<file path="config.mk">
export PLATFORM = sky130hd
export DESIGN_NAME = t1_fbit_density_mon
export DESIGN_NICKNAME = d
export VERILOG_FILES = /design/src/rtl/t1fd_pkg.sv /design/src/rtl/t1fd_qualify.sv /design/src/rtl/t1fd_window.sv /design/src/rtl/t1fd_popcnt.sv /design/src/rtl/t1_fbit_density_mon.sv
export SDC_FILE = /design/constraint.sdc
export NUM_CORES = 1
export LEC_CHECK = 0
export ABC_AREA = 1
export BUFFER_PORTS_ARGS = -buffer_cell sky130_fd_sc_hd__buf_2
export CAP_MARGIN = 0
export CORE_MARGIN = 2
export CORE_UTILIZATION = 35
export CTS_CLUSTER_DIAMETER = 150
export DETAILED_ROUTE_END_ITERATION = 7
export GPL_TIMING_DRIVEN = 0
export PLACE_DENSITY_LB_ADDON = 0.25
export SYNTH_ARGS = -nofsm -noshare
export SYNTH_HDL_FRONTEND = slang
export SYNTH_SLANG_ARGS = --single-unit
export TNS_END_PERCENT = 10
</file>
<file path="constraint.sdc">
create_clock -name clk -period 7.82 [get_ports clk]
set_clock_uncertainty 0.15 [all_clocks]
set_input_delay 0.391 -clock clk [delete_from_list [all_inputs] [get_ports clk]]
set_output_delay 0.391 -clock clk [all_outputs]
set_load 0.01 [all_outputs]
</file>
<file path="src/rtl/t1fd_pkg.sv">
package t1fd_pkg;
  localparam logic [1:0] THR_OFF = 2'b11;

  // Window length selected by the threshold code: base, base+1, base+2; off uses the full depth
  function automatic int unsigned win_len(input logic [1:0] sel, input int unsigned base,
                                          input int unsigned depth);
    int unsigned l;
    if (sel == THR_OFF) l = depth;
    else                l = base + int'(sel);
    if (l > depth) l = depth;
    return l;
  endfunction
endpackage

</file>
<file path="src/rtl/t1fd_qualify.sv">
module t1fd_qualify (
  input  logic stb_i,
  input  logic is_fs_i,
  input  logic esf_i,
  input  logic fs_en_i,
  output logic chk_o
);
  always_comb begin
    if (!stb_i)       chk_o = 1'b0;
    else if (esf_i)   chk_o = 1'b1;
    else if (is_fs_i) chk_o = fs_en_i;
    else              chk_o = 1'b1;
  end
endmodule

</file>
<file path="src/rtl/t1fd_window.sv">
module t1fd_window #(
  parameter int unsigned DEPTH = 6
) (
  input  logic             clk,
  input  logic             rst,
  input  logic             shift_i,
  input  logic             err_i,
  input  logic             clear_i,
  output logic [DEPTH-1:0] hist_q,
  output logic [DEPTH-1:0] hist_d
);
  // bit 0 holds the newest checked framing bit
  always_comb begin
    if (shift_i) hist_d = {hist_q[DEPTH-2:0], err_i};
    else         hist_d = hist_q;
  end

  always_ff @(posedge clk) begin
    if (rst || clear_i) hist_q <= '0;
    else                hist_q <= hist_d;
  end

  // unchecked bits leave the history untouched
  a_r6_hold_unchecked: assert property (@(posedge clk) disable iff (rst)
    (!shift_i && !clear_i) |=> (hist_q == $past(hist_q)));
endmodule

</file>
<file path="src/rtl/t1fd_popcnt.sv">
module t1fd_popcnt #(
  parameter int unsigned DEPTH = 6,
  localparam int unsigned CW = $clog2(DEPTH + 1)
) (
  input  logic [DEPTH-1:0] vec_i,
  input  logic [CW-1:0]    len_i,
  output logic [CW-1:0]    cnt_o
);
  logic [DEPTH-1:0] masked;

  generate
    for (genvar i = 0; i < DEPTH; i++) begin : g_mask
      assign masked[i] = vec_i[i] & (CW'(i) < len_i);
    end
  endgenerate

  always_comb begin
    cnt_o = '0;
    for (int i = 0; i < DEPTH; i++) cnt_o = cnt_o + CW'(masked[i]);
  end
endmodule

</file>
<file path="src/rtl/t1_fbit_density_mon.sv">
module t1_fbit_density_mon #(
  parameter int unsigned DEPTH    = 6,
  parameter int unsigned BASE_LEN = 4,
  parameter int unsigned TRIG     = 2,
  localparam int unsigned CW      = $clog2(DEPTH + 1)
) (
  input  logic          clk,
  input  logic          rst,
  input  logic          fbit_stb,
  input  logic          fbit_err,
  input  logic          fbit_is_fs,
  input  logic          esf_mode,
  input  logic          fs_chk_en,
  input  logic [1:0]    thresh_sel,
  output logic          reframe_req,
  output logic [CW-1:0] err_count
);
  import t1fd_pkg::*;

  logic             chk;
  logic             fire;
  logic [DEPTH-1:0] hist_q, hist_d;
  logic [CW-1:0]    len, cnt_d;

  t1fd_qualify u_qual (
    .stb_i(fbit_stb), .is_fs_i(fbit_is_fs), .esf_i(esf_mode),
    .fs_en_i(fs_chk_en), .chk_o(chk)
  );

  t1fd_window #(.DEPTH(DEPTH)) u_win (
    .clk(clk), .rst(rst), .shift_i(chk), .err_i(fbit_err),
    .clear_i(fire), .hist_q(hist_q), .hist_d(hist_d)
  );

  assign len = CW'(win_len(thresh_sel, BASE_LEN, DEPTH));

  t1fd_popcnt #(.DEPTH(DEPTH)) u_cnt (
    .vec_i(hist_d), .len_i(len), .cnt_o(cnt_d)
  );

  assign fire = chk && (thresh_sel != THR_OFF) && (cnt_d >= CW'(TRIG));

  always_ff @(posedge clk) begin
    if (rst) begin
      reframe_req <= 1'b0;
      err_count   <= '0;
    end else begin
      reframe_req <= fire;
      err_count   <= fire ? '0 : cnt_d;
    end
  end

  // a request is a lone pulse
  a_r9_single_pulse: assert property (@(posedge clk) disable iff (rst)
    reframe_req |=> !reframe_req);
  // request coincides with emptied window
  a_r9_count_cleared: assert property (@(posedge clk) disable iff (rst)
    reframe_req |-> (err_count == '0) && (hist_q == '0));
  // no request when the disable code was selected
  a_r4_disabled: assert property (@(posedge clk) disable iff (rst)
    reframe_req |-> ($past(thresh_sel) != THR_OFF));
  // count bounded by window depth
  a_r8_count_bound: assert property (@(posedge clk) disable iff (rst)
    err_count <= CW'(DEPTH));
endmodule

</file>
==> flow_summary.toml, run 1 <==
[status]
outcome = "finished, final reports clean"

[global_routing]
met3_usage_pct = 7.50
first_global_vias = 359
overflow = 0
grt_use_total_pct = 10.4
grt_max_degree = 10
use_met2_pct = 17.3
grt.busiest_layer = "met2"
grt.met1_usage_pct = 10.8
grt_first_pass_wirelength_mm = 1.39
antenna_found_initial = 0

[clock_network]
cts-root-buf = "clkbuf_4"
cts_tree = "done"
post_cts_resized = 0
clock_path_buffers = 2
cts_htree_levels = 1
clk_pin_slew_ps = 60
clock_latency_ps = 260
cts_made_buffers = 3
cts_setup_buffers = 0
hold_buffers = 0
clock-sinks = 10

[die]
die_area_um2 = 1890
core_area_um2 = 1490
row_count = 14
ios = 13
fp.dieH_um = 43.4
die_width_um = 43.4
initial_core_util_pct = 36.6

[sta]
slew_headroom_pct = 89.9
period_share_pct = 42.0
rsz0062_at_grt = "no"
min_period_ps = 3280
hold_viol_final = 0
setup_tns_ps = 0
drv_slew = 0
setup_violations = 0
tightest_slew_ps = 151
worst_hold_slack_ps = 145
max_freq_mhz = 305

[drt]
wl_per_cell_um = 8.34
drc_errors = 0
routed_wirelength_um = 826
dr_total_vias = 417
dr.pass1.iters = 2
viasPerCell = 4.21
first_iter_violations = 10
ant_nets = 0

[logic_synthesis]
synthesis.nets = 82
synth_area_per_cell_um2 = 7.89
synth_area_leader_cell = "dfxtp_1"
yosysTopAreaCellShare_pct = 36.8
yosys-top-cells-area = "dfxtp_1 (37%), fa_1 (11%), nand2_1 (10%)"
yosys_register_bits = 10
synthCells = 69
yosysWarnings = 0
netlist_area_um2 = 544
synth_cell_types = 13
yosysSeqAreaShare_pct = 36.8

[setup_path]
crit_path_frequent_cell = "nand2_1"
worstPathArrival_ps = 3280
slowest_stage = "fa_1"
cp_cell_sequence = "buf_2, inv_2, nand3_4, nand2_4, nand2_1, nand2_1, inv_1, ha_1, fa_1, inv_1, fa_1, fa_1, nand2_1, nand2_1, inv_1, nand3_4, nand2_4, nor2_1"
crit_path_end_kind = "flop"
critPathLaunchType = "input pin"
max_stage_delay_ps = 540
cp_data_required_time_ps = 7820
crit_fanout = 9
cpLargestDelayFamily = "adder cells"
worstSetupPathType = "in2reg"
path_buf_inv = 5

[finish]
mostFrequentLayoutCell = "nand2_1"
mostFrequentLayoutCells = "nand2_1 (15), inv_1 (14), buf_2 (11)"
synthToLayoutAreaGrowth_pct = 17.9
nFillCells = 157
diodes = 0
drive_gt1_share_pct = 28.9
postLayoutCellArea_um2 = 642
final_util_pct = 43.1
nets = 98

[placed_design]
gp_congestion = 0.699
port_buffers = 11
dp_hpwl_um = 666
place_area_um2 = 619

[pwr]
power.density_nw_per_um2 = 233
leakagePower_nw = 0.345
ir_worst_vdd_mv = 0.136
power_mw = 0.149

[flow_run]
max_cap_violations = 0

[hold_path]
hold_path.class = "in2reg"
## metrics by stage
step	std cells	setup WS [ps]
after CTS	99	4510
after global placement	96	4250
final	99	4540
after detailed placement	96	4230
after floorplan	69	4560
after global routing	99	4370
## sequential cells by signal, indices dropped and copies added, names as in the netlist
name          flops
err_count         3
reframe_req       1
u_win.hist_q      6
## layer usage
metal / up-vias / wire (um)
li1: 231 / -
met1: 178 / 367
met2: 8 / 402
met3: 0 / 56
met4: 0 / 0
met5: - / 0
## worst register-to-register path: stages, from the launching register on
cell	delay [ps]
dfxtp_1	300
inv_1	60
nand3_1	80
nand2_1	90
inv_1	50
ha_1	300
fa_1	540
inv_1	50
fa_1	420
fa_1	470
nand2_1	90
nand2_1	50
inv_1	90
nand3_4	80
nand2_4	140
nor2_1	70
## final cells by class
cell class | instances | area, um2 | area share [%]
well taps | 16 | 20.0 | 3.12
multi-input cells | 42 | 277 | 43.1
repair buffers | 11 | 55.1 | 8.58
inverters | 16 | 60.1 | 9.36
clock buffers | 3 | 22.5 | 3.51
plain buffers | 1 | 7.51 | 1.17
flip-flops and latches | 10 | 200 | 31.2
## kinds of logic after synthesis
family,count (synthesis),synth area share [%]
adder cells (fa/ha/maj),4,13.3
AND/OR/NAND/NOR,38,37.5
buffers and inverters,17,12.4
flip-flops,10,36.8
## Yosys cell counts
cell / count
buf_4: 1
dfxtp_1: 10
fa_1: 3
ha_1: 1
inv_1: 14
inv_2: 2
nand2_1: 15
nand2_4: 2
nand3_1: 6
nand3_4: 2
nand3b_1: 1
nor2_1: 9
nor2_2: 3
## power by group
group / switching [mW] / internal [mW]
logic: 0.0321 / 0.0222
registers: 0.00164 / 0.0595
clock network: 0.0163 / 0.0177
## final timing paths
path,start,slack (ps),depth (start not counted),to
worst min register to register,u_win.hist_q[5],370,4,u_win.hist_q[5]
worst min-delay path,rst,140,2,reframe_req
worst max register to register,u_win.hist_q[0],4700,15,u_win.hist_q[0]
worst max-delay path,fs_chk_en,4540,18,u_win.hist_q[0]
Note: power is estimated with default switching activity, not from simulation.
==> run 2: changes to the inputs <==
==> constraint.sdc (replaced) <==
create_clock -name clk -period 3.29 [get_ports clk]
set_clock_uncertainty 0.15 [all_clocks]
set_input_delay 0.1645 -clock clk [delete_from_list [all_inputs] [get_ports clk]]
set_output_delay 0.1645 -clock clk [all_outputs]
set_load 0.01 [all_outputs]
==> run 2 against run 1 <==
- count of clock-buffer cells in the layout unchanged
- flip-flop and latch count did not move
- clock power is 140% higher
- largest cell class unchanged
- cell area up 2.9%
- critical path depth shrank 3
==> flow_summary.toml, run 2 (synthesis results as in run 1) <==
[drt]
wl_per_cell_um = 8.30
dr_total_vias = 421
dr.pass1.iters = 2
first_iter_violations = 10
ant_nets = 0
viasPerCell = 4.21
drc_errors = 0
routed_wirelength_um = 830

[setup_path]
crit_fanout = 9
critPathLaunchType = "flop"
crit_start = "u_win.hist_q[0]"
worstPathArrival_ps = 3110
timing.rr.start = "u_win.hist_q[0]"
cp_data_required_time_ps = 3290
worstSetupPathType = "reg2reg"
crit_path_end_kind = "flop"

[hold_path]
hold_path.startpoint = "fbit_stb"
hold_path.class = "in2reg"

[flow_run]
max_cap_violations = 0

[global_routing]
overflow = 0
grt_first_pass_wirelength_mm = 1.39
grt_max_degree = 10
grt_use_total_pct = 10.4
antenna_found_initial = 0
first_global_vias = 359

[finish]
synthToLayoutAreaGrowth_pct = 21.4
seq_area_um2 = 200
nFillCells = 153
multi_input_area_um2 = 285
diodes = 0
nets = 99
largest-register = "u_win.hist_q"
postLayoutCellArea_um2 = 661
largest_reg_flops = 6
mostFrequentLayoutCells = "nand2_1 (15), inv_1 (14), buf_2 (11)"
mostFrequentLayoutCell = "nand2_1"
top_regs = "u_win.hist_q: 6 flops, err_count: 3 flops, reframe_req: 1 flops"
drive_gt1_share_pct = 28.6

[die]
initial_core_util_pct = 36.6
die_width_um = 43.4
row_count = 14
core_area_um2 = 1490
die_area_um2 = 1890
ios = 13
fp.dieH_um = 43.4

[sta]
worst_hold_slack_ps = 106
min_period_ps = 3100
hold_viol_final = 0
setup_violations = 0
tightest_slew_ps = 157
fin_ws_ps = 187
slew_headroom_pct = 89.5
drv_slew = 0
max_freq_mhz = 322
rsz0062_at_grt = "no"
period_share_pct = 94.3

[pwr]
power_switching_mw = 0.121
pwr-share-clk_pct = 22.4
power_mw = 0.360
leakagePower_nw = 0.350
swShare_pct = 33.7
pwr-share-seq_pct = 40.4
pwr-share-comb_pct = 37.2
power.density_nw_per_um2 = 545
cellInternalPower_mw = 0.239
ir_worst_vdd_mv = 0.323

[clock_network]
cts-root-buf = "clkbuf_4"
cts_setup_buffers = 0
clock-sinks = 10
cts_made_buffers = 3
cts_htree_levels = 1
clk_pin_slew_ps = 60
cts_tree = "done"
clock_latency_ps = 260
clock_path_buffers = 2

[placed_design]
gp_congestion = 0.699
port_buffers = 11
place_area_um2 = 619
pre_cts_ws_ps = -69.9
dp_hpwl_um = 666

[status]
outcome = "finished, final reports clean"
==> run 2: metrics by stage <==
| step | util, % | cells | TNS (ps) |
|---|---|---|---|
| 6_report | 44.4 | 100 | 0 |
| 5_1_grt | 44.4 | 100 | 0 |
| 4_1_cts | 43.8 | 100 | 0 |
| 3_5_place_dp | 41.6 | 96 | -516 |
| 3_3_place_gp | 41.6 | 96 | -402 |
| 2_1_floorplan | - | 69 | 0 |
==> run 2: final cells by class <==
cell class	count	share of cell area, %
buffer	1	1.14
multi-input combinational	42	43.2
timing repair buffer	12	9.85
clock buffer	3	3.41
sequential	10	30.3
inverter	16	9.09
tap	16	3.03
==> run 2: per-layer routing <==
layer  up-vias  part of all wire, %  global-route usage, %
met5         -                    0                      0
met4         0                    0                   1.82
met3         0                  6.6                   7.50
met2         8                   49                   17.3
met1       180                   45                   10.8
li1        233                    -                      -
==> run 2: repair_timing <==
action / 4_1_cts / 5_1_grt
hold buffers: 1 / 0
endpoints found under the hold margin: 1 / 0
endpoints found under the setup margin: 0 / 6
resized for setup: 0 / 1
==> run 2: worst paths after layout <==
path / end / slack [ps] / cells past startpoint
setup / recovery: u_win.hist_q[0] / 190 / 15
hold / removal: reframe_req / 110 / 3
setup reg to reg: u_win.hist_q[0] / 190 / 15
hold reg to reg: u_win.hist_q[5] / 370 / 4
==> run 2: worst max-delay path, stage by stage (launching register included) <==
cell     delay [ps]
dfxtp_1         300
inv_1            60
nand3_1          80
nand2_1          90
inv_1            40
ha_1            300
fa_1            540
inv_1            50
fa_1            420
fa_1            470
nand2_1          90
nand2_1          50
inv_1            90
nand3_4         100
nand2_8         110
nor2_1           60
==> run 2: power by group through the flow <==
| stage | sequential (mW) | combinational [mW] | clock [mW] |
|---|---|---|---|
| after detailed placement | 0.148 | 0.132 | 0 |
| after CTS | 0.146 | 0.133 | 0.0837 |
| final | 0.145 | 0.134 | 0.0808 |
| after global placement | 0.148 | 0.132 | 0 |
| after floorplan | 0.155 | 0.0940 | 0 |
| after global routing | 0.146 | 0.156 | 0.0907 |
